===== config.mk =====
export PLATFORM = sky130hd
export DESIGN_NAME = ucpu_core
export DESIGN_NICKNAME = d
export VERILOG_FILES = /design/src/rtl/ucpu_pkg.sv /design/src/rtl/ucpu_rom.sv /design/src/rtl/ucpu_dec.sv /design/src/rtl/ucpu_seq.sv /design/src/rtl/ucpu_core.sv
export SDC_FILE = /design/constraint.sdc
export NUM_CORES = 1
export LEC_CHECK = 0
export BUFFER_PORTS_ARGS = -buffer_cell sky130_fd_sc_hd__buf_2
export CAP_MARGIN = 20
export CORE_MARGIN = 5
export CORE_UTILIZATION = 30
export CTS_BUF_LIST = sky130_fd_sc_hd__clkbuf_8
export DETAILED_ROUTE_END_ITERATION = 7
export PLACE_DENSITY = 0.56
export SLEW_MARGIN = 25
export SYNTH_ARGS = -nofsm -noshare
export SYNTH_HDL_FRONTEND = slang
export SYNTH_SLANG_ARGS = --single-unit
export TNS_END_PERCENT = 1

===== constraint.sdc =====
create_clock -name clk -period 2.3 [get_ports clk]
set_clock_uncertainty 0.1 [all_clocks]
set_input_delay 0.23 -clock clk [delete_from_list [all_inputs] [get_ports clk]]
set_output_delay 0.23 -clock clk [all_outputs]
set_load 0.005 [all_outputs]

===== src/rtl/ucpu_pkg.sv =====
package ucpu_pkg;

    localparam int UADDR_W = 7;
    localparam int UOP_W   = 3;
    localparam int UOP_N   = 1 << UOP_W;
    localparam int OPC_W   = 4;

    localparam logic [UADDR_W-1:0] U1 = 1;
    localparam logic [UADDR_W-1:0] U2 = 2;
    localparam logic [UADDR_W-1:0] U3 = 3;

    // routine origins; the opcode dispatch fixes the first four
    localparam logic [UADDR_W-1:0] ORG_ADD   = 7'd0;
    localparam logic [UADDR_W-1:0] ORG_BRN   = 7'd4;
    localparam logic [UADDR_W-1:0] ORG_STO   = 7'd8;
    localparam logic [UADDR_W-1:0] ORG_EXC   = 7'd12;
    localparam logic [UADDR_W-1:0] ORG_FETCH = 7'd64;
    localparam logic [UADDR_W-1:0] ORG_INDIR = 7'd67;

    // first field
    localparam int F_NOP    = 0;
    localparam int F1_ADD   = 1;
    localparam int F1_CLR   = 2;
    localparam int F1_INC   = 3;
    localparam int F1_DRTAC = 4;
    localparam int F1_DRTAR = 5;
    localparam int F1_PCTAR = 6;
    localparam int F1_WRITE = 7;
    // second field
    localparam int F2_SUB   = 1;
    localparam int F2_OR    = 2;
    localparam int F2_AND   = 3;
    localparam int F2_READ  = 4;
    localparam int F2_ACTDR = 5;
    localparam int F2_INCDR = 6;
    localparam int F2_PCTDR = 7;
    // third field
    localparam int F3_XOR   = 1;
    localparam int F3_COM   = 2;
    localparam int F3_SHL   = 3;
    localparam int F3_SHR   = 4;
    localparam int F3_INCPC = 5;
    localparam int F3_ARTPC = 6;
    localparam int F3_RSVD  = 7;

    typedef enum logic [1:0] {
        COND_ONE  = 2'd0,
        COND_IND  = 2'd1,
        COND_SIGN = 2'd2,
        COND_ZERO = 2'd3
    } cond_e;

    typedef enum logic [1:0] {
        SEQ_JMP  = 2'd0,
        SEQ_CALL = 2'd1,
        SEQ_RET  = 2'd2,
        SEQ_MAP  = 2'd3
    } seq_e;

    typedef struct packed {
        logic [UOP_W-1:0]   f1;
        logic [UOP_W-1:0]   f2;
        logic [UOP_W-1:0]   f3;
        cond_e              cd;
        seq_e               br;
        logic [UADDR_W-1:0] ad;
    } uword_t;

    typedef struct packed {
        logic [UADDR_W-1:0] car;
        logic [UADDR_W-1:0] sbr;
    } seq_t;

    function automatic uword_t mk(input int f1, input int f2, input int f3,
                                  input cond_e cd, input seq_e br,
                                  input logic [UADDR_W-1:0] ad);
        uword_t w;
        w.f1 = UOP_W'(f1);
        w.f2 = UOP_W'(f2);
        w.f3 = UOP_W'(f3);
        w.cd = cd;
        w.br = br;
        w.ad = ad;
        return w;
    endfunction

endpackage


===== src/rtl/ucpu_rom.sv =====
module ucpu_rom
    import ucpu_pkg::*;
(
    input  logic [UADDR_W-1:0] addr,
    output uword_t             word
);

    always_comb begin
        word = mk(F_NOP, F_NOP, F_NOP, COND_ONE, SEQ_JMP, ORG_FETCH);
        case (addr)
            ORG_ADD:        word = mk(F_NOP, F_NOP, F_NOP, COND_IND, SEQ_CALL, ORG_INDIR);
            ORG_ADD + U1:   word = mk(F_NOP, F2_READ, F_NOP, COND_ONE, SEQ_JMP, ORG_ADD + U2);
            ORG_ADD + U2:   word = mk(F1_ADD, F_NOP, F_NOP, COND_ONE, SEQ_JMP, ORG_FETCH);
            ORG_BRN:        word = mk(F_NOP, F_NOP, F_NOP, COND_SIGN, SEQ_JMP, ORG_BRN + U2);
            ORG_BRN + U2:   word = mk(F_NOP, F_NOP, F_NOP, COND_IND, SEQ_CALL, ORG_INDIR);
            ORG_BRN + U3:   word = mk(F_NOP, F_NOP, F3_ARTPC, COND_ONE, SEQ_JMP, ORG_FETCH);
            ORG_STO:        word = mk(F_NOP, F_NOP, F_NOP, COND_IND, SEQ_CALL, ORG_INDIR);
            ORG_STO + U1:   word = mk(F_NOP, F2_ACTDR, F_NOP, COND_ONE, SEQ_JMP, ORG_STO + U2);
            ORG_STO + U2:   word = mk(F1_WRITE, F_NOP, F_NOP, COND_ONE, SEQ_JMP, ORG_FETCH);
            ORG_EXC:        word = mk(F_NOP, F_NOP, F_NOP, COND_IND, SEQ_CALL, ORG_INDIR);
            ORG_EXC + U1:   word = mk(F_NOP, F2_READ, F_NOP, COND_ONE, SEQ_JMP, ORG_EXC + U2);
            ORG_EXC + U2:   word = mk(F1_DRTAC, F2_ACTDR, F_NOP, COND_ONE, SEQ_JMP, ORG_EXC + U3);
            ORG_EXC + U3:   word = mk(F1_WRITE, F_NOP, F_NOP, COND_ONE, SEQ_JMP, ORG_FETCH);
            ORG_FETCH:      word = mk(F1_PCTAR, F_NOP, F_NOP, COND_ONE, SEQ_JMP, ORG_FETCH + U1);
            ORG_FETCH + U1: word = mk(F_NOP, F2_READ, F3_INCPC, COND_ONE, SEQ_JMP, ORG_FETCH + U2);
            ORG_FETCH + U2: word = mk(F1_DRTAR, F_NOP, F_NOP, COND_ONE, SEQ_MAP, '0);
            ORG_INDIR:      word = mk(F_NOP, F2_READ, F_NOP, COND_ONE, SEQ_JMP, ORG_INDIR + U1);
            ORG_INDIR + U1: word = mk(F1_DRTAR, F_NOP, F_NOP, COND_ONE, SEQ_RET, '0);
            default:        word = mk(F_NOP, F_NOP, F_NOP, COND_ONE, SEQ_JMP, ORG_FETCH);
        endcase
    end

endmodule


===== src/rtl/ucpu_dec.sv =====
module ucpu_dec #(
    parameter int IN_W = 3
) (
    input  logic [IN_W-1:0]         code,
    output logic [(1 << IN_W)-1:0]  hot
);

    localparam int OUT_N = 1 << IN_W;

    for (genvar i = 0; i < OUT_N; i++) begin : g_line
        assign hot[i] = (code == IN_W'(i));
    end

endmodule


===== src/rtl/ucpu_seq.sv =====
module ucpu_seq
    import ucpu_pkg::*;
(
    input  logic               clk,
    input  logic               rst_n,
    input  cond_e              cd,
    input  seq_e               br,
    input  logic [UADDR_W-1:0] ad,
    input  logic               st_ind,
    input  logic               st_sign,
    input  logic               st_zero,
    input  logic [UADDR_W-1:0] map_addr,
    output logic [UADDR_W-1:0] car_q,
    output logic [UADDR_W-1:0] sbr_q
);

    seq_t s_d, s_q;
    logic test;
    logic [UADDR_W-1:0] incr;

    always_comb begin
        case (cd)
            COND_ONE:  test = 1'b1;
            COND_IND:  test = st_ind;
            COND_SIGN: test = st_sign;
            COND_ZERO: test = st_zero;
        endcase
        incr = s_q.car + U1;
        s_d  = s_q;
        case (br)
            SEQ_JMP:  s_d.car = test ? ad : incr;
            SEQ_CALL: begin
                s_d.car = test ? ad : incr;
                if (test) s_d.sbr = incr;
            end
            SEQ_RET:  s_d.car = s_q.sbr;
            SEQ_MAP:  s_d.car = map_addr;
        endcase
    end

    always_ff @(posedge clk or negedge rst_n) begin
        if (!rst_n) begin
            s_q.car <= ORG_FETCH;
            s_q.sbr <= '0;
        end else begin
            s_q <= s_d;
        end
    end

    assign car_q = s_q.car;
    assign sbr_q = s_q.sbr;

endmodule


===== src/rtl/ucpu_core.sv =====
module ucpu_core
    import ucpu_pkg::*;
#(
    parameter int DATA_W = 16,
    parameter int ADDR_W = 11
) (
    input  logic              clk,
    input  logic              rst_n,
    output logic [ADDR_W-1:0] mem_addr,
    output logic [DATA_W-1:0] mem_wdata,
    output logic              mem_we,
    input  logic [DATA_W-1:0] mem_rdata
);

    localparam int OPC_LSB = ADDR_W;
    localparam int IND_BIT = DATA_W - 1;
    localparam logic [DATA_W-1:0] ONE_D = 1;
    localparam logic [ADDR_W-1:0] ONE_A = 1;

    typedef struct packed {
        logic [DATA_W-1:0] ac;
        logic [DATA_W-1:0] dr;
        logic [ADDR_W-1:0] ar;
        logic [ADDR_W-1:0] pc;
    } dp_t;

    dp_t dp_d, dp_q;
    uword_t uw;
    logic [UADDR_W-1:0] car_q, sbr_q, map_addr;
    logic [UOP_W-1:0] fcode [3];
    logic [UOP_N-1:0] fhot  [3];
    logic [DATA_W-1:0] ac_q, dr_q;
    logic [ADDR_W-1:0] pc_q, ar_q;

    ucpu_rom i_rom (
        .addr (car_q),
        .word (uw)
    );

    assign fcode[0] = uw.f1;
    assign fcode[1] = uw.f2;
    assign fcode[2] = uw.f3;

    for (genvar k = 0; k < 3; k++) begin : g_fdec
        ucpu_dec #(.IN_W(UOP_W)) i_dec (
            .code (fcode[k]),
            .hot  (fhot[k])
        );
    end

    assign map_addr = {1'b0, dp_q.dr[OPC_LSB +: OPC_W], 2'b00};

    ucpu_seq i_seq (
        .clk      (clk),
        .rst_n    (rst_n),
        .cd       (uw.cd),
        .br       (uw.br),
        .ad       (uw.ad),
        .st_ind   (dp_q.dr[IND_BIT]),
        .st_sign  (dp_q.ac[DATA_W-1]),
        .st_zero  (dp_q.ac == '0),
        .map_addr (map_addr),
        .car_q    (car_q),
        .sbr_q    (sbr_q)
    );

    // every right-hand side reads dp_q, so fields sharing a target see old values
    always_comb begin
        dp_d   = dp_q;
        mem_we = 1'b0;
        unique case (1'b1)
            fhot[0][F_NOP]:    ;
            fhot[0][F1_ADD]:   dp_d.ac = dp_q.ac + dp_q.dr;
            fhot[0][F1_CLR]:   dp_d.ac = '0;
            fhot[0][F1_INC]:   dp_d.ac = dp_q.ac + ONE_D;
            fhot[0][F1_DRTAC]: dp_d.ac = dp_q.dr;
            fhot[0][F1_DRTAR]: dp_d.ar = dp_q.dr[ADDR_W-1:0];
            fhot[0][F1_PCTAR]: dp_d.ar = dp_q.pc;
            fhot[0][F1_WRITE]: mem_we  = 1'b1;
            default:           ;
        endcase
        unique case (1'b1)
            fhot[1][F_NOP]:    ;
            fhot[1][F2_SUB]:   dp_d.ac = dp_q.ac - dp_q.dr;
            fhot[1][F2_OR]:    dp_d.ac = dp_q.ac | dp_q.dr;
            fhot[1][F2_AND]:   dp_d.ac = dp_q.ac & dp_q.dr;
            fhot[1][F2_READ]:  dp_d.dr = mem_rdata;
            fhot[1][F2_ACTDR]: dp_d.dr = dp_q.ac;
            fhot[1][F2_INCDR]: dp_d.dr = dp_q.dr + ONE_D;
            fhot[1][F2_PCTDR]: dp_d.dr[ADDR_W-1:0] = dp_q.pc;
            default:           ;
        endcase
        unique case (1'b1)
            fhot[2][F_NOP]:    ;
            fhot[2][F3_XOR]:   dp_d.ac = dp_q.ac ^ dp_q.dr;
            fhot[2][F3_COM]:   dp_d.ac = ~dp_q.ac;
            fhot[2][F3_SHL]:   dp_d.ac = dp_q.ac << 1;
            fhot[2][F3_SHR]:   dp_d.ac = dp_q.ac >> 1;
            fhot[2][F3_INCPC]: dp_d.pc = dp_q.pc + ONE_A;
            fhot[2][F3_ARTPC]: dp_d.pc = dp_q.ar;
            fhot[2][F3_RSVD]:  ;
            default:           ;
        endcase
    end

    always_ff @(posedge clk or negedge rst_n) begin
        if (!rst_n) begin
            dp_q <= '0;
        end else begin
            dp_q <= dp_d;
        end
    end

    assign mem_addr  = dp_q.ar;
    assign mem_wdata = dp_q.dr;
    assign ac_q = dp_q.ac;
    assign dr_q = dp_q.dr;
    assign pc_q = dp_q.pc;
    assign ar_q = dp_q.ar;

endmodule


==> results_dict.tcl, run 1 <==
set metrics [dict create \
    ant_nets 0 \
    hold_violations 0 \
    fp-row-count 44 \
    drt-pass1-iter-count 7 \
    p_leak_uw 0.00243 \
    worstReg2RegStart "ac_q[0]$_DFFE_PN0P_" \
    period_minus_slack_ns 2.32 \
    cts_buffers 9 \
    die-area_um2 17100 \
    yosysMostFrequentCell "dfrtp_1" \
    finalWirelength_um 12800 \
    p_int_uw 4990 \
    hold_depth 3 \
    criticalPathCategory "register to register" \
    path_clk_slew_ns 0.08 \
    slew_viol_final 0 \
    drc 0 \
    wl_per_cell_um 16.9 \
    final_core_util 0.383 \
    cp_data_arrival_time_ns 2.46 \
    post-route-period-util 1.01 \
    place_hpwl_um 9390 \
    seq_power_share 0.239 \
    synthTopCellsByCount "dfrtp_1, nand2_1, o21ai_0" \
    gr-total-overflow 0 \
    grt_pass1_vias 3926 \
    fmax_ghz 0.431 \
    preCtsSetupSlack_ns -0.156 \
    setup.worst_path.start "ac_q[0]$_DFFE_PN0P_" \
    io_buffers 45 \
    regToRegEndpoint "ac_q[14]$_DFFE_PN0P_" \
    fin_ws_ns -0.0187 \
    ys_types 59 \
    clock_latency_ns 0.36 \
    violations "setup timing" \
    synth_area_leaders "dfrtp_1, mux2i_1, ha_1, o21ai_0, a21oi_1" \
    antenna_found_initial 0 \
    critPathLaunchType "register" \
    synth_top_area_share 0.382 \
    die_y_um 131 \
    grt_pass1_wl_um 20700 \
    critPathMaxFanout 3 \
    grt_setup_unrepaired "yes" \
    ys_seq_elements 68 \
    core_um2 14400 \
    crit_end "ac_q[14]$_DFFE_PN0P_" \
    hold_class "primary input to register" \
    clock_power_share 0.116 \
    fillers 1461 \
    die_w_um 131 \
    diodes 0 \
    ir_drop_v 0.000428 \
    yosys_warnings 0 \
    vias 3962 \
    ioPinCount 46 \
    async_reset_ff_frac 1.00 \
    maxSlewHeadroom 0.509 \
    outcome "finished with violations" \
    synth_nets 520 \
    start_util 0.304 \
    clockBufferDepth 2 \
    synth_top_area_cell "dfrtp_1" \
    areaGrowthSynthToFinish_pct 25.8 \
    drv_cap 0 \
    tightestPinTransition_ns 0.736 \
    p_sw_uw 4060 \
    root_buffer "clkbuf_8" \
    cts_max_level 3 \
    first_iter_violations 343 \
    drive_above_1_share 0.275 \
    avgSynthCellArea_um2 9.13 \
    cts_sinks 68 \
    cts_tree "yes" \
    grt_max_degree 69 \
    place.gp.congestion 0.875 \
    ff2ff_path_depth 8 \
    syn-cell-area_um2 4390 \
    finalSetupViolations 2 \
    globalRouteTotalUtil 0.154 \
    synth_edf_count 0 \
    via_per_inst 5.25 \
    rrSetupSlack_ns -0.02 \
    combPwrFrac 0.645 \
    syn_inst 481 \
    ys.flop_type "dfrtp_1" \
    power_density_nw_per_um2 1640 \
    crit_path_end_kind "register" \
    swShare 0.449 \
    num-nets-final 604 \
    yosysSeqAreaShare 0.388 \
    worstPathRequired_ns 2.44 \
]
==> kinds of logic (layout without fill, tap and decap cells) <==
group	count (synthesis)	after routing	share of synthesized area
XOR/XNOR	14	14	0.0279
AND/OR/NAND/NOR	142	142	0.167
adder cells (fa/ha/maj)	21	21	0.0616
multiplexers	34	34	0.0784
buffers and inverters	44	133	0.0468
flip-flops	68	68	0.388
AO/OA/AOI/OAI	158	158	0.230
==> final cells by class <==
type / count / area [um^2] / share of cell area
clock buffer: 11 / 151 / 0.0274
timing repair buffer: 112 / 781 / 0.141
clock inverter: 5 / 52.6 / 0.00952
multi-input combinational: 369 / 2590 / 0.468
tap: 184 / 230 / 0.0417
inverter: 5 / 18.8 / 0.00340
sequential: 68 / 1700 / 0.308
==> per-stage QoR <==
stage / cells / power, uW / setup TNS [ns] / hold slack, ns / area (um^2)
after floorplan: 481 / 5730 / -0.0416 / -0.166 / 4400
after global placement: 736 / 7670 / -0.121 / 0.190 / 5210
final: 754 / 9060 / -0.0224 / 0.0685 / 5520
after CTS: 753 / 8910 / -0.0301 / 0.0615 / 5460
after detailed placement: 736 / 7760 / -0.478 / 0.198 / 5210
after global routing: 754 / 9840 / -0.927 / 0.0927 / 5520
==> placed cells by master (no fill, tap or decap), drive strengths merged, types with 2 or more instances in the layout <==
cell      count
o21ai        54
a22o          4
xor2          9
nor4          6
and2          5
clkbuf       11
inv           7
a21oi        35
dfrtp        67
o2111ai       2
nor3b         7
nand3b        3
o21bai        4
nor3          4
a221o         8
mux2i        31
a31oi         4
nand3         9
a22oi        16
mux2          3
a41oi         2
nand2b        8
o21a          3
a211oi        7
xnor2         5
buf         111
o22ai         2
nor2         33
a21o          7
clkinvlp      2
or3           5
and3         12
ha           20
nor4b         2
o311ai        2
nand2        43
a21boi        2
==> routing by layer <==
layer,wire [um],up-vias,part of all wire,GRT usage
li1,-,1929,-,-
met1,5690,1915,0.45,0.207
met2,6160,95,0.48,0.245
met3,622,23,0.049,0.0248
met4,283,0,0.022,0.0690
met5,0,-,0,0
==> power by group through the flow <==
stage          Clock, uW  Sequential, uW  Combinational (uW)
6_report            1050            2160                5850
5_1_grt             1110            2250                6480
4_1_cts             1070            2160                5680
3_5_place_dp           0            2180                5580
3_3_place_gp           0            2160                5510
2_1_floorplan          0            2190                3540
==> flip-flops by register name, indices dropped and copies added (netlist names) <==
signal,cells
ac_q,16
pc_q,11
mem_wdata,16
i_seq.sbr_q,7
mem_addr,11
i_seq.car_q,7
==> what timing repair did <==
item,CTS,global route
gates resized for setup,6,12
setup buffers,0,1
cloned,0,0
pin swaps,0,7
hold endpoints to repair,67,0
hold buffers,1,0
endpoints found under the setup margin,12,32
==> how the worst min path moves through the flow <==
| stage | startpoint | end | slack, ns |
|---|---|---|---|
| CTS | mem_rdata[9] | mem_wdata[9]$_DFFE_PN0P_ | 0.06 |
| global placement | rst_n | i_seq.sbr_q[0]$_DFFE_PN0P_ | 0.19 |
| finish | mem_rdata[3] | mem_wdata[3]$_DFFE_PN0P_ | 0.07 |
| detailed placement | rst_n | i_seq.sbr_q[1]$_DFFE_PN0P_ | 0.20 |
| global route | mem_rdata[11] | mem_wdata[11]$_DFFE_PN0P_ | 0.09 |
| floorplan | rst_n | ac_q[0]$_DFFE_PN0P_ | -0.17 |
==> worst max-delay path, cell delays in order (launching register included) <==
cell and delay, ns:
dfrtp_1 0.41, ha_4 0.19, fa_2 0.37, a211oi_4 0.29, o21ai_2 0.13, nand3_2 0.09
a21oi_1 0.07, or3_1 0.30, a31o_2 0.24
No activity file was read; power rests on OpenSTA's default activity.
==> inputs of run 2 (changes only) <==
BUFFER_PORTS_ARGS = unset   (was -buffer_cell sky130_fd_sc_hd__buf_2)
DONT_BUFFER_PORTS = 1   (was unset)
GPL_TIMING_DRIVEN = 0   (was unset)
PLACE_DENSITY = 0.53   (was 0.56)
==> run 2 against run 1 <==
- clock power down 11%
- non-clock buffer count down 50
- critical path depth is 1 higher
- the flow still finishes with violations (setup timing)
- global-route usage is 0.071 points higher
- sequential share of layout area rose by 1.5 points
==> results_dict.tcl, run 2 (same netlist as run 1, synthesis figures left out) <==
set metrics [dict create \
    power_density_nw_per_um2 1620 \
    globalRouteTotalUtil 0.155 \
    start_util 0.304 \
    worstReg2RegStart "mem_wdata[0]$_DFFE_PN0P_" \
    regArea_um2 1720 \
    die_y_um 131 \
    grt_max_degree 69 \
    drc 0 \
    worstPathRequired_ns 2.45 \
    final_common_cell "dfrtp_1" \
    multi_input_area_um2 2700 \
    maxSlewHeadroom 0.642 \
    setup.worst_path.start "mem_wdata[0]$_DFFE_PN0P_" \
    p_leak_uw 0.00214 \
    critPathMaxFanout 5 \
    combPwrFrac 0.601 \
    drv_cap 0 \
    grt_setup_unrepaired "yes" \
    seq_power_share 0.291 \
    gr-total-overflow 0 \
    rrSetupSlack_ns -0.13 \
    die_w_um 131 \
    critPathLaunchType "register" \
    swShare 0.479 \
    place_hpwl_um 9240 \
    die-area_um2 17100 \
    finalWirelength_um 12800 \
    routed-wl-met2_um 6300 \
    fin_ws_ns -0.133 \
    cts_sinks 68 \
    top_layer "met4" \
    period_minus_slack_ns 2.43 \
    fp-row-count 44 \
    drt-pass1-iter-count 4 \
    ant_nets 0 \
    first_iter_violations 267 \
    grt_pass1_vias 3829 \
    io_buffers 0 \
    antenna_found_initial 0 \
    ioPinCount 46 \
    diodes 0 \
    ir_drop_v 0.000653 \
    root_buffer "clkbuf_8" \
    drt-met1-wl_um 5600 \
    clock_power_share 0.108 \
    cts_buffers 9 \
    stdcell_count 704 \
    post-route-period-util 1.06 \
    cts_tree "yes" \
    num-nets-final 554 \
    finalSetupViolations 4 \
    path_clk_slew_ns 0.09 \
    violations "setup timing" \
    areaGrowthSynthToFinish_pct 21.2 \
    drive_above_1_share 0.215 \
    crit_path_end_kind "register" \
    p_sw_uw 4120 \
    fmax_ghz 0.411 \
    place.gp.congestion 0.883 \
    p_int_uw 4490 \
    place_inst 665 \
    slew_viol_final 0 \
    met3RoutedLength_um 699 \
    ff2ff_path_depth 9 \
    via_per_inst 5.42 \
    core_um2 14400 \
    criticalPathCategory "register to register" \
    cp_data_arrival_time_ns 2.58 \
    clockBufferDepth 2 \
    wl_per_cell_um 18.2 \
    layout_common_cells "dfrtp_1, nand2_1, o21ai_0" \
    outcome "finished with violations" \
    fillers 1438 \
    tightestPinTransition_ns 0.535 \
    cts_max_level 3 \
    grt_pass1_wl_um 20900 \
    regToRegEndpoint "ac_q[14]$_DFFE_PN0P_" \
    hold_class "primary input to async pin" \
    fin_total_pwr_uw 8620 \
    hold_violations 0 \
    vias 3817 \
    clock_latency_ns 0.35 \
]
run 2: cell count changes in the layout (fill, tap and decap cells not counted), sizes merged:
cell,delta
clkinvlp,-1
clkbuf,+21
dlygate4sd3,+16
bufinv,-1
inv,-2
clkinv,+5
buf,-88
run 2: metrics by stage:
step | hold slack [ns] | TNS, ns | util | instance area (um^2) | setup WS (ns)
6_report | 0.329 | -0.390 | 0.369 | 5320 | -0.133
3_5_place_dp | -0.162 | -8.24 | 0.321 | 4630 | -0.295
2_1_floorplan | -0.166 | -0.0416 | - | 4400 | -0.0225
5_1_grt | 0.363 | -1.87 | 0.369 | 5320 | -0.229
3_3_place_gp | -0.162 | -6.95 | 0.321 | 4630 | -0.275
4_1_cts | 0.352 | -0.683 | 0.357 | 5150 | -0.167
run 2: final cells by class:
type | count | share of cell area
multi-input combinational | 369 | 0.508
clock inverter | 6 | 0.00753
buffer | 38 | 0.0426
tap | 184 | 0.0433
clock buffer | 10 | 0.0259
sequential | 68 | 0.323
timing repair buffer | 24 | 0.0456
inverter | 5 | 0.00353
run 2: layer usage:
metal	track usage	vias up
li1	-	1840
met1	0.204	1873
met2	0.260	90
met3	0.0276	14
met4	0.0478	0
met5	0	-
run 2: power by group through the flow:
| stage | Sequential [uW] | Combinational [uW] | Clock [uW] |
|---|---|---|---|
| 6_report | 2510 | 5180 | 933 |
| 3_3_place_gp | 2490 | 4330 | 0 |
| 3_5_place_dp | 2500 | 4410 | 0 |
| 5_1_grt | 2610 | 5760 | 1000 |
| 4_1_cts | 2500 | 4810 | 958 |
| 2_1_floorplan | 2190 | 3540 | 0 |
run 2: worst max-delay path by stage:
stage | slack, ns | end | cells past startpoint
global route | -0.23 | ac_q[15]$_DFFE_PN0P_ | 8
floorplan | -0.02 | ac_q[14]$_DFFE_PN0P_ | 9
CTS | -0.17 | ac_q[14]$_DFFE_PN0P_ | 9
finish | -0.13 | ac_q[14]$_DFFE_PN0P_ | 9
global placement | -0.28 | i_seq.car_q[0]$_DFF_PN0_ | 9
detailed placement | -0.29 | ac_q[15]$_DFFE_PN0P_ | 9
run 2: worst max-delay path, stage by stage, from the launching register on:
cell and delay (ns):
dfrtp_2 0.46, buf_6 0.14, ha_4 0.17, fa_2 0.39, a211oi_4 0.26, o21ai_2 0.11, nand3_2 0.10, a21oi_2 0.06
or3_1 0.30, a31o_2 0.24
run 2: repair_timing:
action | CTS | global route
hold endpoints to repair | 84 | 0
pin swaps | 11 | 10
hold buffers | 18 | 0
setup buffers | 5 | 1
setup endpoints to repair | 47 | 60
gates resized for setup | 36 | 54
==> inputs of run 3 (changes only) <==
CORE_MARGIN = 1.5   (was 5)
GPL_ROUTABILITY_DRIVEN = 0   (was unset)
==> run 3 against run 2 <==
- the run still ends with setup timing left
- setup slack worse by 0.036 ns
- critical path depth decreased by 1
- first-iteration DRC count is 18% higher
- maximum frequency decreased by 1.5%
- combinational power is 1% lower
- core utilization decreased by 0.45 points
- register-to-register slack worse by 0.04 ns
- largest cell class unchanged
- highest routed layer unchanged
==> results_dict.tcl, run 3 (same netlist as run 1, synthesis figures left out) <==
set metrics [dict create \
    outcome "finished with violations" \
    violations "setup timing" \
    fillers 1473 \
    via_per_inst 5.56 \
    tightestPinTransition_ns 0.535 \
    fin_ws_ns -0.169 \
    crit_path_end_kind "register" \
    finalSetupViolations 12 \
    cp_data_arrival_time_ns 2.61 \
    drt-pass1-iter-count 5 \
    clock_latency_ns 0.36 \
    fin_total_pwr_uw 8710 \
    wl_per_cell_um 18.7 \
    grt_pass1_wl_um 20600 \
    place_inst 665 \
    drc 0 \
    grt_pass1_vias 3734 \
    fmax_ghz 0.405 \
    io_buffers 0 \
    critPathLaunchType "register" \
    vias 3916 \
    slew_viol_final 0 \
    post-route-period-util 1.07 \
    cts_tree "yes" \
    hold_depth 2 \
    diodes 0 \
    critPathMaxFanout 7 \
    drive_above_1_share 0.185 \
    die_y_um 124 \
    hold_violations 0 \
    num-nets-final 557 \
    root_buffer "clkbuf_8" \
    core_um2 14400 \
    final_core_util 0.364 \
    ir_drop_v 0.000615 \
    place_hpwl_um 9320 \
    worstPathRequired_ns 2.44 \
    hp-start "mem_rdata[4]" \
    maxSlewHeadroom 0.642 \
    fin_hold_ws_ns 0.0122 \
    ant_nets 0 \
    globalRouteTotalUtil 0.178 \
    drv_cap 0 \
    period_minus_slack_ns 2.47 \
    preCtsSetupSlack_ns -0.349 \
    ioPinCount 46 \
    grt_max_degree 69 \
    grt_setup_unrepaired "yes" \
    holdPathEnd "mem_wdata[4]$_DFFE_PN0P_" \
    die-area_um2 15400 \
    final_common_cell "dfrtp_1" \
    power_density_nw_per_um2 1660 \
    antenna_found_initial 0 \
    gr-total-overflow 0 \
    p_leak_uw 0.00216 \
    cts_max_level 3 \
    rrSetupSlack_ns -0.17 \
    stdcell_count 704 \
    die_w_um 124 \
    areaGrowthSynthToFinish_pct 19.7 \
    ff2ff_path_depth 8 \
    path_clk_slew_ns 0.08 \
    cts_buffers 9 \
    first_iter_violations 315 \
    cts_sinks 68 \
    start_util 0.304 \
    worstReg2RegStart "mem_wdata[10]$_DFFE_PN0P_" \
    criticalPathCategory "register to register" \
    regToRegEndpoint "ac_q[15]$_DFFE_PN0P_" \
    fp-row-count 44 \
    hold_class "primary input to register" \
    finalWirelength_um 13200 \
    clockBufferDepth 2 \
    layout_common_cells "dfrtp_1, nand2_1, o21ai_0" \
]
run 3: stage by stage:
step / cell area (um^2) / setup TNS [ns]
2_1_floorplan: 4400 / -0.0416
3_3_place_gp: 4630 / -7.05
3_5_place_dp: 4630 / -8.06
4_1_cts: 5160 / -1.41
5_1_grt: 5250 / -4.03
6_report: 5250 / -0.584
run 3: power by group:
group | leakage (uW) | switching [uW] | internal, uW
Sequential | 0.000818 | 768 | 1740
Clock | 0.000102 | 487 | 587
Combinational | 0.00124 | 2870 | 2250
Total | 0.00216 | 4120 | 4590
run 3: layout make-up:
cell class	instances	area (um^2)	share of cell area
multi-input combinational	369	2620	0.498
sequential	68	1720	0.327
tap	184	230	0.0438
inverter	5	18.8	0.00357
clock inverter	4	68.8	0.0131
buffer	38	215	0.0410
clock buffer	9	124	0.0236
timing repair buffer	27	260	0.0495
run 3: how the worst max path moves through the flow:
stage	startpoint	end	slack (ns)
6_report	mem_wdata[10]$_DFFE_PN0P_	ac_q[15]$_DFFE_PN0P_	-0.17
2_1_floorplan	mem_wdata[0]$_DFFE_PN0P_	ac_q[14]$_DFFE_PN0P_	-0.02
3_5_place_dp	mem_wdata[1]$_DFFE_PN0P_	ac_q[15]$_DFFE_PN0P_	-0.35
4_1_cts	mem_wdata[0]$_DFFE_PN0P_	ac_q[14]$_DFFE_PN0P_	-0.15
3_3_place_gp	mem_wdata[1]$_DFFE_PN0P_	ac_q[15]$_DFFE_PN0P_	-0.28
5_1_grt	mem_wdata[10]$_DFFE_PN0P_	ac_q[15]$_DFFE_PN0P_	-0.27
run 3: critical path, stage by stage, from the launching register on:
cell	delay, ns
dfrtp_2	0.47
clkbuf_1	0.12
ha_1	0.37
and3_1	0.24
and3_1	0.19
o211ai_1	0.09
nand3_2	0.14
mux2i_1	0.15
or4_1	0.49
run 3: timing repair:
| item | 4_1_cts | 5_1_grt |
|---|---|---|
| endpoints found under the setup margin | 48 | 61 |
| setup buffers | 6 | 5 |
| pin swaps | 10 | 8 |
| hold buffers | 16 | 0 |
| endpoints found under the hold margin | 82 | 0 |
| gates resized for setup | 34 | 31 |
run 3: per-layer routing:
layer	up-vias	track usage	wire length, um
li1	1838	-	-
met3	21	0.0403	814
met4	0	0.0682	327
met2	132	0.285	6270
met1	1925	0.235	5740
met5	-	0	0
